$ cat config.mk
export PLATFORM = sky130hd
export DESIGN_NAME = sck_baud_gen
export DESIGN_NICKNAME = d
export VERILOG_FILES = /design/src/rtl/sck_baud_pkg.sv /design/src/rtl/sck_baud_csr.sv /design/src/rtl/sck_baud_ratio_dec.sv /design/src/rtl/sck_baud_half_timer.sv /design/src/rtl/sck_baud_gen.sv
export SDC_FILE = /design/constraint.sdc
export NUM_CORES = 1
export LEC_CHECK = 0
export ABC_CLOCK_PERIOD_IN_PS = 4400
export BUFFER_PORTS_ARGS = -buffer_cell sky130_fd_sc_hd__buf_2
export CAP_MARGIN = 5
export CORE_UTILIZATION = 40
export DETAILED_ROUTE_END_ITERATION = 7
export HOLD_SLACK_MARGIN = 0.06
export SKIP_LAST_GASP = 1
export SLEW_MARGIN = 25
export SYNTH_ARGS = -nofsm -noshare
export SYNTH_HDL_FRONTEND = slang
export SYNTH_SLANG_ARGS = --single-unit
$ cat constraint.sdc
create_clock -name clk -period 4.4 [get_ports clk]
set_input_delay 0.66 -clock clk [delete_from_list [all_inputs] [get_ports clk]]
set_output_delay 0.66 -clock clk [all_outputs]
set_load 0.05 [all_outputs]
$ cat src/rtl/sck_baud_pkg.sv
`timescale 1ns/1ps
package sck_baud_pkg;
  localparam int CSR_W        = 16;
  localparam int PRE_LSB      = 8;
  localparam int PRE_W        = 5;
  localparam int CODE_LSB     = 0;
  localparam int CODE_W       = 3;
  localparam int MAX_DIV_LOG2 = 5;
  localparam int RATIO_W      = PRE_W + MAX_DIV_LOG2 + 1;
  localparam int HALF_W       = RATIO_W - 1;
  localparam int NUM_CH       = 2;

  typedef struct packed {
    logic [PRE_W-1:0]  pre_m1;
    logic [CODE_W-1:0] code;
  } clk_sel_t;
endpackage

$ cat src/rtl/sck_baud_csr.sv
`timescale 1ns/1ps
module sck_baud_csr
  import sck_baud_pkg::*;
#(
  parameter int CH    = NUM_CH,
  parameter int SEL_W = (CH > 1) ? $clog2(CH) : 1
) (
  input  logic                  clk,
  input  logic                  rst_n,
  input  logic                  we,
  input  logic [SEL_W-1:0]      sel,
  input  logic [CSR_W-1:0]      wdata,
  output clk_sel_t [CH-1:0]     cfg_q
);
  for (genvar ch = 0; ch < CH; ch++) begin : g_reg
    clk_sel_t r;
    always_ff @(posedge clk or negedge rst_n) begin
      if (!rst_n) begin
        r <= '0;
      end else if (we && sel == SEL_W'(ch)) begin
        r.pre_m1 <= wdata[PRE_LSB +: PRE_W];
        r.code   <= wdata[CODE_LSB +: CODE_W];
      end
    end
    assign cfg_q[ch] = r;
  end
endmodule

$ cat src/rtl/sck_baud_ratio_dec.sv
`timescale 1ns/1ps
module sck_baud_ratio_dec #(
  parameter int PRE_W        = 5,
  parameter int CODE_W       = 3,
  parameter int MAX_DIV_LOG2 = 5,
  localparam int RATIO_W     = PRE_W + MAX_DIV_LOG2 + 1,
  localparam int HALF_W      = RATIO_W - 1,
  localparam int SH_W        = $clog2(MAX_DIV_LOG2 + 2)
) (
  input  logic [PRE_W-1:0]  pre_m1,
  input  logic [CODE_W-1:0] code,
  output logic [HALF_W-1:0] half_len
);
  logic [RATIO_W-1:0] pre_val;
  logic [RATIO_W-1:0] ratio;
  logic [SH_W-1:0]    shamt;

  always_comb begin
    pre_val = RATIO_W'(pre_m1) + RATIO_W'(1);
    // Codes 0..MAX_DIV_LOG2-1 select a power-of-two divider; all others bypass.
    if (code <= CODE_W'(MAX_DIV_LOG2 - 1)) shamt = SH_W'(code) + SH_W'(1);
    else                                   shamt = '0;
    ratio    = pre_val << shamt;
    half_len = ratio[RATIO_W-1:1];
    if (half_len == '0) half_len = HALF_W'(1);
  end
endmodule

$ cat src/rtl/sck_baud_half_timer.sv
`timescale 1ns/1ps
module sck_baud_half_timer #(
  parameter int HALF_W = 10
) (
  input  logic              clk,
  input  logic              rst_n,
  input  logic              en,
  input  logic [HALF_W-1:0] half_len,
  output logic              stb,
  output logic              phase
);
  logic [HALF_W-1:0] cnt;
  logic              term;

  assign term = (cnt >= half_len - HALF_W'(1));

  always_ff @(posedge clk or negedge rst_n) begin
    if (!rst_n) begin
      cnt   <= '0;
      stb   <= 1'b0;
      phase <= 1'b0;
    end else if (!en) begin
      cnt   <= '0;
      stb   <= 1'b0;
      phase <= 1'b0;
    end else if (term) begin
      cnt   <= '0;
      stb   <= 1'b1;
      phase <= ~phase;
    end else begin
      cnt   <= cnt + HALF_W'(1);
      stb   <= 1'b0;
    end
  end
endmodule

$ cat src/rtl/sck_baud_gen.sv
`timescale 1ns/1ps
module sck_baud_gen
  import sck_baud_pkg::*;
(
  input  logic             clk,
  input  logic             rst_n,
  input  logic             cfg_we,
  input  logic             cfg_sel,
  input  logic [CSR_W-1:0] cfg_wdata,
  input  logic             tx_en,
  input  logic             rx_en,
  output logic             tx_half_stb,
  output logic             tx_phase,
  output logic             rx_half_stb,
  output logic             rx_phase
);
  clk_sel_t [NUM_CH-1:0] cfg;
  logic     [NUM_CH-1:0] en_v;
  logic     [NUM_CH-1:0] stb_v;
  logic     [NUM_CH-1:0] ph_v;

  assign en_v = {rx_en, tx_en};

  sck_baud_csr #(.CH(NUM_CH), .SEL_W(1)) u_csr (
    .clk   (clk),
    .rst_n (rst_n),
    .we    (cfg_we),
    .sel   (cfg_sel),
    .wdata (cfg_wdata),
    .cfg_q (cfg)
  );

  for (genvar ch = 0; ch < NUM_CH; ch++) begin : g_ch
    logic [HALF_W-1:0] half_len;

    sck_baud_ratio_dec #(
      .PRE_W(PRE_W), .CODE_W(CODE_W), .MAX_DIV_LOG2(MAX_DIV_LOG2)
    ) u_dec (
      .pre_m1   (cfg[ch].pre_m1),
      .code     (cfg[ch].code),
      .half_len (half_len)
    );

    sck_baud_half_timer #(.HALF_W(HALF_W)) u_tmr (
      .clk      (clk),
      .rst_n    (rst_n),
      .en       (en_v[ch]),
      .half_len (half_len),
      .stb      (stb_v[ch]),
      .phase    (ph_v[ch])
    );
  end

  assign tx_half_stb = stb_v[0];
  assign tx_phase    = ph_v[0];
  assign rx_half_stb = stb_v[1];
  assign rx_phase    = ph_v[1];
endmodule

[Yosys cells after proc, flatten, opt, wreduce, memory -nomap -nowiden]
Cells that the tools add are included.
Word-level totals
  register bits after elaboration: 40
  bits of input ports: 22
  output and inout bits: 4
  word-level logic and storage cells: 49
Cells by class
  add/subtract/negate cells: 8
  magnitude comparators: 4
  equal/unequal tests: 2
  shifts and indexed selects: 2
  mux-type cells: 16
  bitwise gates (word level): 3
  reduce and logical (&&, ||, !) cells: 4
Operator list (number)
  10-bit 2-to-1 mux: 6
  11-bit by 3-bit left shift with 11-bit output: 2
  10-bit by 1-bit adder with 10-bit output, second input constant: 2
  10-bit greater-or-equal comparator: 2
  10-bit logical NOT: 2
  10-bit by 1-bit subtractor with 10-bit output, second input constant: 2
  5-bit by 1-bit adder with 6-bit output, second input constant: 2
  1-bit 2-to-1 mux: 8
  3-bit by 1-bit adder with 3-bit output, second input constant: 2
  3-bit less-or-equal comparator, second input constant: 2
  3-bit 2-to-1 mux: 2
  2-bit by 1-bit != test with 1-bit output, second input constant: 2
  1-bit NOT: 3
  1-bit logical AND: 2

[Logic depth before layout (Yosys ltp)]
Gate-level depths: netlist of the first run.
  word-level depth: 9
  depth in mapped cells: 24
  mapped depth without buffers: 21

[Cells and area by module]
Synthesis of the first run repeated with hierarchy kept, for this count alone.
Unflattened totals
  cell total of the unflattened synthesis: 385
  area total of the unflattened synthesis: 3437.0 µm²
By module, submodules not included
  sck_baud_half_timer: instances 2, cells each 95, area each 888.4 µm², sequential area each 300.3 µm²
  sck_baud_ratio_dec: instances 2, cells each 80, area each 509.2 µm², sequential area each 0.0 µm²
  sck_baud_csr: instances 1, cells each 35, area each 641.9 µm², sequential area each 400.4 µm²

[Worst setup path after synthesis of the first run]
Ideal clock, no wire load.
  kind: register to register
  start: register u_csr.cfg_q[8] (netlist name)
  end: register g_ch[1].u_tmr.cnt[2]
  setup time: 0.072 ns
  arrival time: 4.451 ns
  required time: 4.328 ns
  setup slack: -0.124 ns
  stages on the path, launching flop included: 23
  buffers on the path: 3
  clock period less this slack: 4.524 ns
  cell sequence: dfrtp_1 buf_2 inv_1 ha_1 clkbuf_1 nand2_2 or4_1 o211ai_1 nor3b_1 a41oi_1 ha_1 o2111a_1 nand2_1 xor2_1 ha_1 o21a_1 o211ai_1 inv_1 nand3_1 o221ai_1 or2_2 clkbuf_1 nor2_1
On the way
  cells in the longest elaborated chain, start to end: 9
  elaborated cells on any way between the ends: 10
  classes of those cells: add/sub: 2; order compare: 2; shift: 1; mux: 4; reduce/logical: 1
RTL lines
  3-bit by 1-bit adder with 3-bit output / 3-bit less-or-equal comparator (equally long branches): line sck_baud_ratio_dec.sv:21  | if (code <= CODE_W'(MAX_DIV_LOG2 - 1)) shamt = SH_W'(code) + SH_W'(1);
  3-bit 2-to-1 mux *: line sck_baud_ratio_dec.sv:21
  11-bit by 3-bit left shift with 11-bit output *: line sck_baud_ratio_dec.sv:23  | ratio = pre_val << shamt;
  10-bit logical NOT: line sck_baud_ratio_dec.sv:25  | if (half_len == '0) half_len = HALF_W'(1);
  10-bit 2-to-1 mux *: line sck_baud_ratio_dec.sv:25
  10-bit by 1-bit subtractor with 10-bit output *: line sck_baud_half_timer.sv:15  | assign term = (cnt >= half_len - HALF_W'(1));
  10-bit greater-or-equal comparator *: line sck_baud_half_timer.sv:15
  10-bit 2-to-1 mux *: line sck_baud_half_timer.sv:26  | end else if (term) begin
  10-bit 2-to-1 mux *: line sck_baud_half_timer.sv:22  | end else if (!en) begin
  to (signal assigned): line sck_baud_half_timer.sv:31  | cnt <= cnt + HALF_W'(1);
  to (decl): line sck_baud_half_timer.sv:12  | logic [HALF_W-1:0] cnt;
Mark *: on every way between the ends. The rest lies on a longest branch, timed or not.
A chain may end at the register's enable or synchronous reset.

[Final worst setup path of the first run]
  start: register u_csr.cfg_q[9] (netlist name)
  end: register g_ch[1].u_tmr.cnt[7]
On the way
  cells in the longest elaborated chain, start to end: 9
  elaborated cells on any way between the ends: 10
  classes of those cells: add/sub: 2; order compare: 2; shift: 1; mux: 4; reduce/logical: 1
RTL lines (line)
  3-bit by 1-bit adder with 3-bit output / 3-bit less-or-equal comparator (equally long branches): sck_baud_ratio_dec.sv:21
  3-bit 2-to-1 mux *: sck_baud_ratio_dec.sv:21
  11-bit by 3-bit left shift with 11-bit output *: sck_baud_ratio_dec.sv:23
  10-bit logical NOT: sck_baud_ratio_dec.sv:25
  10-bit 2-to-1 mux *: sck_baud_ratio_dec.sv:25
  10-bit by 1-bit subtractor with 10-bit output *: sck_baud_half_timer.sv:15
  10-bit greater-or-equal comparator *: sck_baud_half_timer.sv:15
  10-bit 2-to-1 mux *: sck_baud_half_timer.sv:26
  10-bit 2-to-1 mux *: sck_baud_half_timer.sv:22
Marks and branches as above.

==> results of run 1 <==
state kept, by name, summed over array words and instances, names as in the netlist:
name              cells
g_ch.u_tmr.cnt       20
u_csr.cfg_q          16
g_ch.u_tmr.phase      2
g_ch.u_tmr.stb        2
layout make-up:
class	count	area (µm²)
Clock buffer	6	82.58
Clock inverter	2	38.79
Fill cell	803	4280
Inverter	15	60.06
Multi-Input combinational cell	327	2680
Sequential cell	40	1001
Tap cell	108	135.1
Timing Repair Buffer	58	400.4
power groups by stage:
stage | clock network, mW | logic, mW | registers (mW)
4_1_cts | 0.326 | 1.25 | 0.470
6_report | 0.314 | 1.40 | 0.472
3_5_place_dp | 0 | 1.25 | 0.476
5_1_grt | 0.346 | 1.54 | 0.482
3_3_place_gp | 0 | 1.22 | 0.475
2_1_floorplan | 0 | 0.878 | 0.501
kinds of logic after synthesis:
logic type	after synthesis	synth area share (%)
adder cells (fa/ha/maj)	31	10.80
flip-flops	40	28.05
AND/OR/NAND/NOR	139	20.13
XOR/XNOR	34	8.555
multiplexers	31	10.10
AO/OA/AOI/OAI	90	18.90
buffers and inverters	27	3.471
path summary, 6_finish.rpt:
| path | start | endpoint | slack (ns) | cells past startpoint |
|---|---|---|---|---|
| worst max register to register | u_csr.cfg_q[9] | g_ch[1].u_tmr.cnt[7] | 0.22 | 21 |
| worst min-delay path | rst_n | g_ch[1].u_tmr.cnt[9] | 0.49 | 1 |
| max in group asynchronous | rst_n | u_csr.cfg_q[3] | 3.34 | 1 |
| worst max-delay path | u_csr.cfg_q[9] | g_ch[1].u_tmr.cnt[7] | 0.22 | 21 |
| min in group clk | g_ch[0].u_tmr.cnt[0] | g_ch[0].u_tmr.cnt[0] | 0.51 | 1 |
| worst min register to register | g_ch[0].u_tmr.cnt[0] | g_ch[0].u_tmr.cnt[0] | 0.51 | 1 |
layout by cell type (no fill, tap or decap), drive strengths merged, types with 3 or more instances in the layout:
cell type,Yosys,layout
buf,8,57
nor2,46,46
dfrtp,40,40
nand2,31,32
ha,30,30
mux2,24,24
nand3,23,23
xor2,17,17
xnor2,17,17
inv,15,14
a21oi,14,14
o21ai,14,14
a211oi,10,10
a21o,8,8
o211ai,7,7
and3,7,7
clkbuf,4,6
mux2i,6,6
a31oi,5,5
nand2b,5,5
nor3,4,4
nor2b,4,4
nor3b,4,4
a22oi,3,3
o22ai,3,3
o21a,3,3
or2,2,3
o221ai,3,3
and2,3,3
a2111oi,3,3
a32oi,3,3
per-layer routing:
layer	global-route usage, %	vias up	routed length [µm]
met5	0	-	0
met4	4.412	0	108
met3	2.739	10	325
met2	29.46	72	3838
met1	25.95	1441	4094
li1	-	1542	-
per-stage QoR:
stage          total power, mW  TNS [ns]  cell area, µm²  setup slack (ns)
2_1_floorplan            1.379         0            3606           0.03503
3_3_place_gp             1.696         0            3998            0.1018
3_5_place_dp             1.722         0            3998          0.001701
4_1_cts                  2.049         0            4121           0.08420
5_1_grt                  2.373   -0.1827            4398          -0.03036
6_report                 2.186         0            4398            0.2214
repair_timing:
action,in CTS,in global routing
cloned,0,3
resized for setup,1,38
setup buffers,0,8
pin swaps,0,11
endpoints found under the setup margin,4,23
==> metrics.cfg, run 1 <==
[synth]
yosysUniqueCellTypes = 72
yosysMostFrequentCell = nor2_1
synthFlopType = dfrtp_1
netlist_area_um2 = 3568
synth_common_cells = nor2_1 (45), dfrtp_1 (40), ha_1 (30), nand2_1 (28)
ys_ff_latch = 40
synth_edf_count = 0
postSynth.asyncResetShare_pct = 100.0
synthCells = 392
syn_avg_cell_area_um2 = 9.103
syn_nets = 444
ys_seq_area_share_pct = 28.05
synth_top_area_cell = dfrtp_1
synthTopCellsByArea = dfrtp_1 (28%), ha_1 (11%), mux2_2 (6.6%)
ys_warn_count = 0
synth_top_area_share_pct = 28.05

[detailed_routing]
wl_per_cell_um = 15.05
first_pass_iters = 4
vias = 3065
antenna_left = 0
finalWirelength_um = 8366
drtIter0Drc = 112
drc = 0
routed_via_density = 5.513

[setup_path]
crit_slowest_cell = dfrtp_1
path_max_fanout = 10
cp_num_buf_inv = 3
arrival_ns = 4.40
cpMostUsedCell = inv_1
crit_path_end_kind = flip-flop
cp_top_family = compound AO/OA/AOI/OAI gates
required_ns = 4.62
crit_chain = inv_1 > ha_4 > nand2b_2 > nand2_4 > mux2_2 > buf_4 > o22ai_1 > nor3b_2 > a41oi_2 > ha_2 > o2111a_1 > nand2_1 > xor2_1 > ha_1 > o21a_1 > o211ai_1 > inv_1 > nand3_1 > o221ai_1 > or2_4 > nor2_1
worstSetupPathType = flip-flop to flip-flop
cp-start-kind = flip-flop
max_stage_delay_ns = 0.38

[final_layout]
n_antenna_cell = 0
stdcell_count = 556
drive_gt1_share_pct = 31.47
areaGrowthSynthToFinish_pct = 23.25
fin_nets = 499
post-route-util_pct = 50.68

[global_route]
antenna_found_initial = 0
globalRouteOverflowTotal = 0
grt_pass1_vias = 2845
grt_pass1_wl_um = 13410
grtUsageTotal_pct = 18.38
grt_max_degree = 41

[placement]
portBuffers = 17
globalplace.congestion = 0.9288
placed_cells = 537
hpwl_um = 6161

[pwr]
sw_frac_of_total_pct = 41.88
leakage_nw = 1.916
pwr-share-clk_pct = 14.4
switching_power_uw = 915.6
peakVddDrop_mv = 0.2943
pwr-share-comb_pct = 64.0
p_seq_share_pct = 21.6
pwr_density_cell_nw_per_um2 = 497.1
p_int_mw = 1.271

[sta]
period_needed_ns = 4.179
max_freq_mhz = 239.3
timing.hold.ws_ns = 0.4865
setup-violations-final = 0
rsz0062_at_grt = yes
relSlewSlack_pct = 40.81
hold_viol = 0
period_share_pct = 94.97
final-max-slew-violation-count = 0
finClkSkew_ns = 0.01079
worst_pin_slew_ns = 0.8879

[flow_run]
drv_cap = 0

[floorplan]
die-area_um2 = 9303
die_width_um = 96.45
die_h_um = 96.45
core.rowCount = 34
pin_count = 26
core_um2 = 8678
start_util_pct = 41.12

[cts]
cts_buffers = 5
cts_hold_buf = 0
insertion_delay_ns = 0.29
cts_tree = done
htreeDepth = 2
cts_sinks = 40
path_clk_slew_ns = 0.08
root_buffer = clkbuf_8
clockBufferDepth = 2

[hold_path]
hp-class = input pin to async pin

[outcome]
status = completed

Note: power is estimated with default switching activity, not from simulation.
==> run 2: changes to the inputs <==
- ABC_CLOCK_PERIOD_IN_PS: 4400 -> 5300
- clock period: 4.4 -> 5.3 ns (I/O delays scaled with it)
==> metrics.cfg, run 2 (synthesis results as in run 1) <==
[detailed_routing]
routed_via_density = 5.598  ; was 5.513
first_pass_iters = 4  ; unchanged
finalWirelength_um = 7567  ; was 8366 µm
wl_per_cell_um = 14.61  ; was 15.05 µm
drtIter0Drc = 138  ; was 112
drc = 0  ; unchanged
vias = 2900  ; was 3065
antenna_left = 0  ; unchanged

[cts]
cts_buffers = 5  ; unchanged
cts_hold_buf = 0  ; unchanged
cts_tree = done  ; unchanged
htreeDepth = 2  ; unchanged
path_clk_slew_ns = 0.09  ; was 0.08 ns
postCtsSetupBuffers = 0  ; unchanged
cts_sinks = 40  ; unchanged
clockBufferDepth = 2  ; unchanged
insertion_delay_ns = 0.29  ; about the same
root_buffer = clkbuf_8  ; unchanged

[sta]
relSlewSlack_pct = 41.62  ; was 40.81%
setup-violations-final = 0  ; unchanged
period_needed_ns = 4.804  ; was 4.179 ns
hold_viol = 0  ; unchanged
max_freq_mhz = 208.2  ; was 239.3 MHz
rsz0062_at_grt = no  ; was yes
timing.hold.ws_ns = 0.5196  ; was 0.4865 ns
setup_tns_ns = 0  ; unchanged
final-max-slew-violation-count = 0  ; unchanged
worst_pin_slew_ns = 0.8757  ; was 0.8879 ns
finClkSkew_ns = 0.008133  ; was 0.01079 ns
layout_setup_ws_ns = 0.4960  ; was 0.2214 ns
period_share_pct = 90.64  ; was 94.97%

[final_layout]
drive_gt1_share_pct = 20.00  ; was 31.47%
final_common_cell = nor2_1  ; unchanged
most-common-layout-cells = nor2_1 (44), dfrtp_1 (38), ha_1 (30), nand2_1 (28)  ; was nor2_1 (43), dfrtp_1 (40), buf_4 (39), nand2_1 (27), ha_1 (25)
fin_nets = 461  ; was 499
top_register = g_ch.u_tmr.cnt  ; unchanged
nFillCells = 886  ; was 803
post-route-util_pct = 44.80  ; was 50.68%
n_antenna_cell = 0  ; unchanged
stdcell_count = 518  ; was 556
areaGrowthSynthToFinish_pct = 8.941  ; was 23.25%
ff_latch_area_um2 = 1003  ; was 1001 µm²
multi_input_area_um2 = 2455  ; was 2680 µm²
largest_register_ffs = 20  ; unchanged
design_area_um2 = 3887  ; was 4398 µm²

[setup_path]
required_ns = 5.52  ; was 4.62 ns
reg2reg_slack_ns = 0.50  ; was 0.22 ns
reg2reg_depth = 20  ; was 21
crit_path_end_kind = flip-flop  ; unchanged
arrival_ns = 5.03  ; was 4.40 ns
path_max_fanout = 10  ; unchanged
r2r-end = g_ch[1].u_tmr.cnt[6]  ; was g_ch[1].u_tmr.cnt[7]
cp-start-kind = flip-flop  ; unchanged
crit-reg2reg-launch = u_csr.cfg_q[8]  ; was u_csr.cfg_q[9]
worstSetupPathType = flip-flop to flip-flop  ; unchanged

[global_route]
grt_pass1_wl_um = 13120  ; was 13410 µm
grt_pass1_vias = 2839  ; was 2845
antenna_found_initial = 0  ; unchanged
grt_max_degree = 41  ; unchanged
grtUsageTotal_pct = 17.92  ; was 18.38%
globalRouteOverflowTotal = 0  ; unchanged

[floorplan]
core_um2 = 8678  ; unchanged
die-area_um2 = 9303  ; unchanged
core.rowCount = 34  ; unchanged
start_util_pct = 41.12  ; unchanged
pin_count = 26  ; unchanged
die_h_um = 96.45  ; unchanged
die_width_um = 96.45  ; unchanged

[placement]
placed_cells = 510  ; was 537
portBuffers = 17  ; unchanged
globalplace.congestion = 0.8774  ; was 0.9288
place_area_um2 = 3759  ; was 3998 µm²
place_ws_ns = 0.3565  ; was 0.001701 ns
hpwl_um = 5828  ; was 6161 µm

[pwr]
peakVddDrop_mv = 0.2524  ; was 0.2943 mV
finalPower_mw = 1.582  ; was 2.186 mW
leakage_nw = 1.699  ; was 1.916 nW
pwr_density_cell_nw_per_um2 = 406.9  ; was 497.1 nW/µm²

[hold_path]
hold_path_depth = 1
min-delay-start = g_ch[0].u_tmr.cnt[0]
holdPathEnd = g_ch[0].u_tmr.cnt[0]
hp-class = flip-flop to flip-flop  ; was input pin to async pin

[outcome]
status = completed  ; unchanged

[flow_run]
drv_cap = 0  ; unchanged

[run 2: final cells by class]
type	count	area share, %
multi-input cells	325	63.15
clock buffers	5	1.770
well taps	108	3.476
inverters	15	1.448
repair buffers	22	3.154
clock inverters	3	1.191
flip-flops and latches	40	25.81
[run 2: power by group]
part / total (mW) / leakage (nW) / internal, mW / switching, mW
Sequential: 0.399 / 0.517 / 0.346 / 0.0527
Clock: 0.259 / 0.0548 / 0.142 / 0.117
Combinational: 0.924 / 1.13 / 0.403 / 0.520
Total: 1.58 / 1.70 / 0.891 / 0.690
[run 2: worst max-delay path by stage]
stage / from / endpoint / slack, ns / cells past startpoint
2_1_floorplan: u_csr.cfg_q[8] / g_ch[1].u_tmr.cnt[2] / 0.78 / 22
3_3_place_gp: u_csr.cfg_q[0] / g_ch[0].u_tmr.cnt[7] / 0.44 / 21
3_5_place_dp: u_csr.cfg_q[0] / g_ch[0].u_tmr.cnt[4] / 0.36 / 21
4_1_cts: u_csr.cfg_q[0] / g_ch[0].u_tmr.cnt[4] / 0.33 / 21
5_1_grt: u_csr.cfg_q[0] / g_ch[0].u_tmr.cnt[4] / 0.02 / 19
6_report: u_csr.cfg_q[8] / g_ch[1].u_tmr.cnt[6] / 0.50 / 20
[run 2: critical path, cell delays in order, from the launching register on]
cell	delay (ns)
dfrtp_2	0.48
inv_1	0.14
ha_1	0.42
and2_2	0.23
a2111oi_2	0.43
a21o_1	0.14
o22ai_1	0.11
nor3b_2	0.22
a41oi_1	0.31
ha_1	0.23
o2111a_1	0.23
nand2_1	0.08
xor2_1	0.15
ha_1	0.27
o21a_1	0.17
o211ai_1	0.22
inv_1	0.06
nand3_1	0.08
o221ai_1	0.20
or2_2	0.44
nor2_1	0.14
[run 2: timing repair]
| action | 4_1_cts | 5_1_grt |
|---|---|---|
| resized for setup | 0 | 4 |
| endpoints found under the setup margin | 0 | 20 |
| endpoints found under the hold margin | 0 | 0 |
[run 2: metal layers]
layer / global-route usage, % / wire length, µm / part of all wire, %
met3: 2.739 / 301 / 4.0
met1: 25.58 / 3864 / 51
met2: 28.35 / 3327 / 44
met5: 0 / 0 / 0
met4: 4.167 / 74 / 0.98
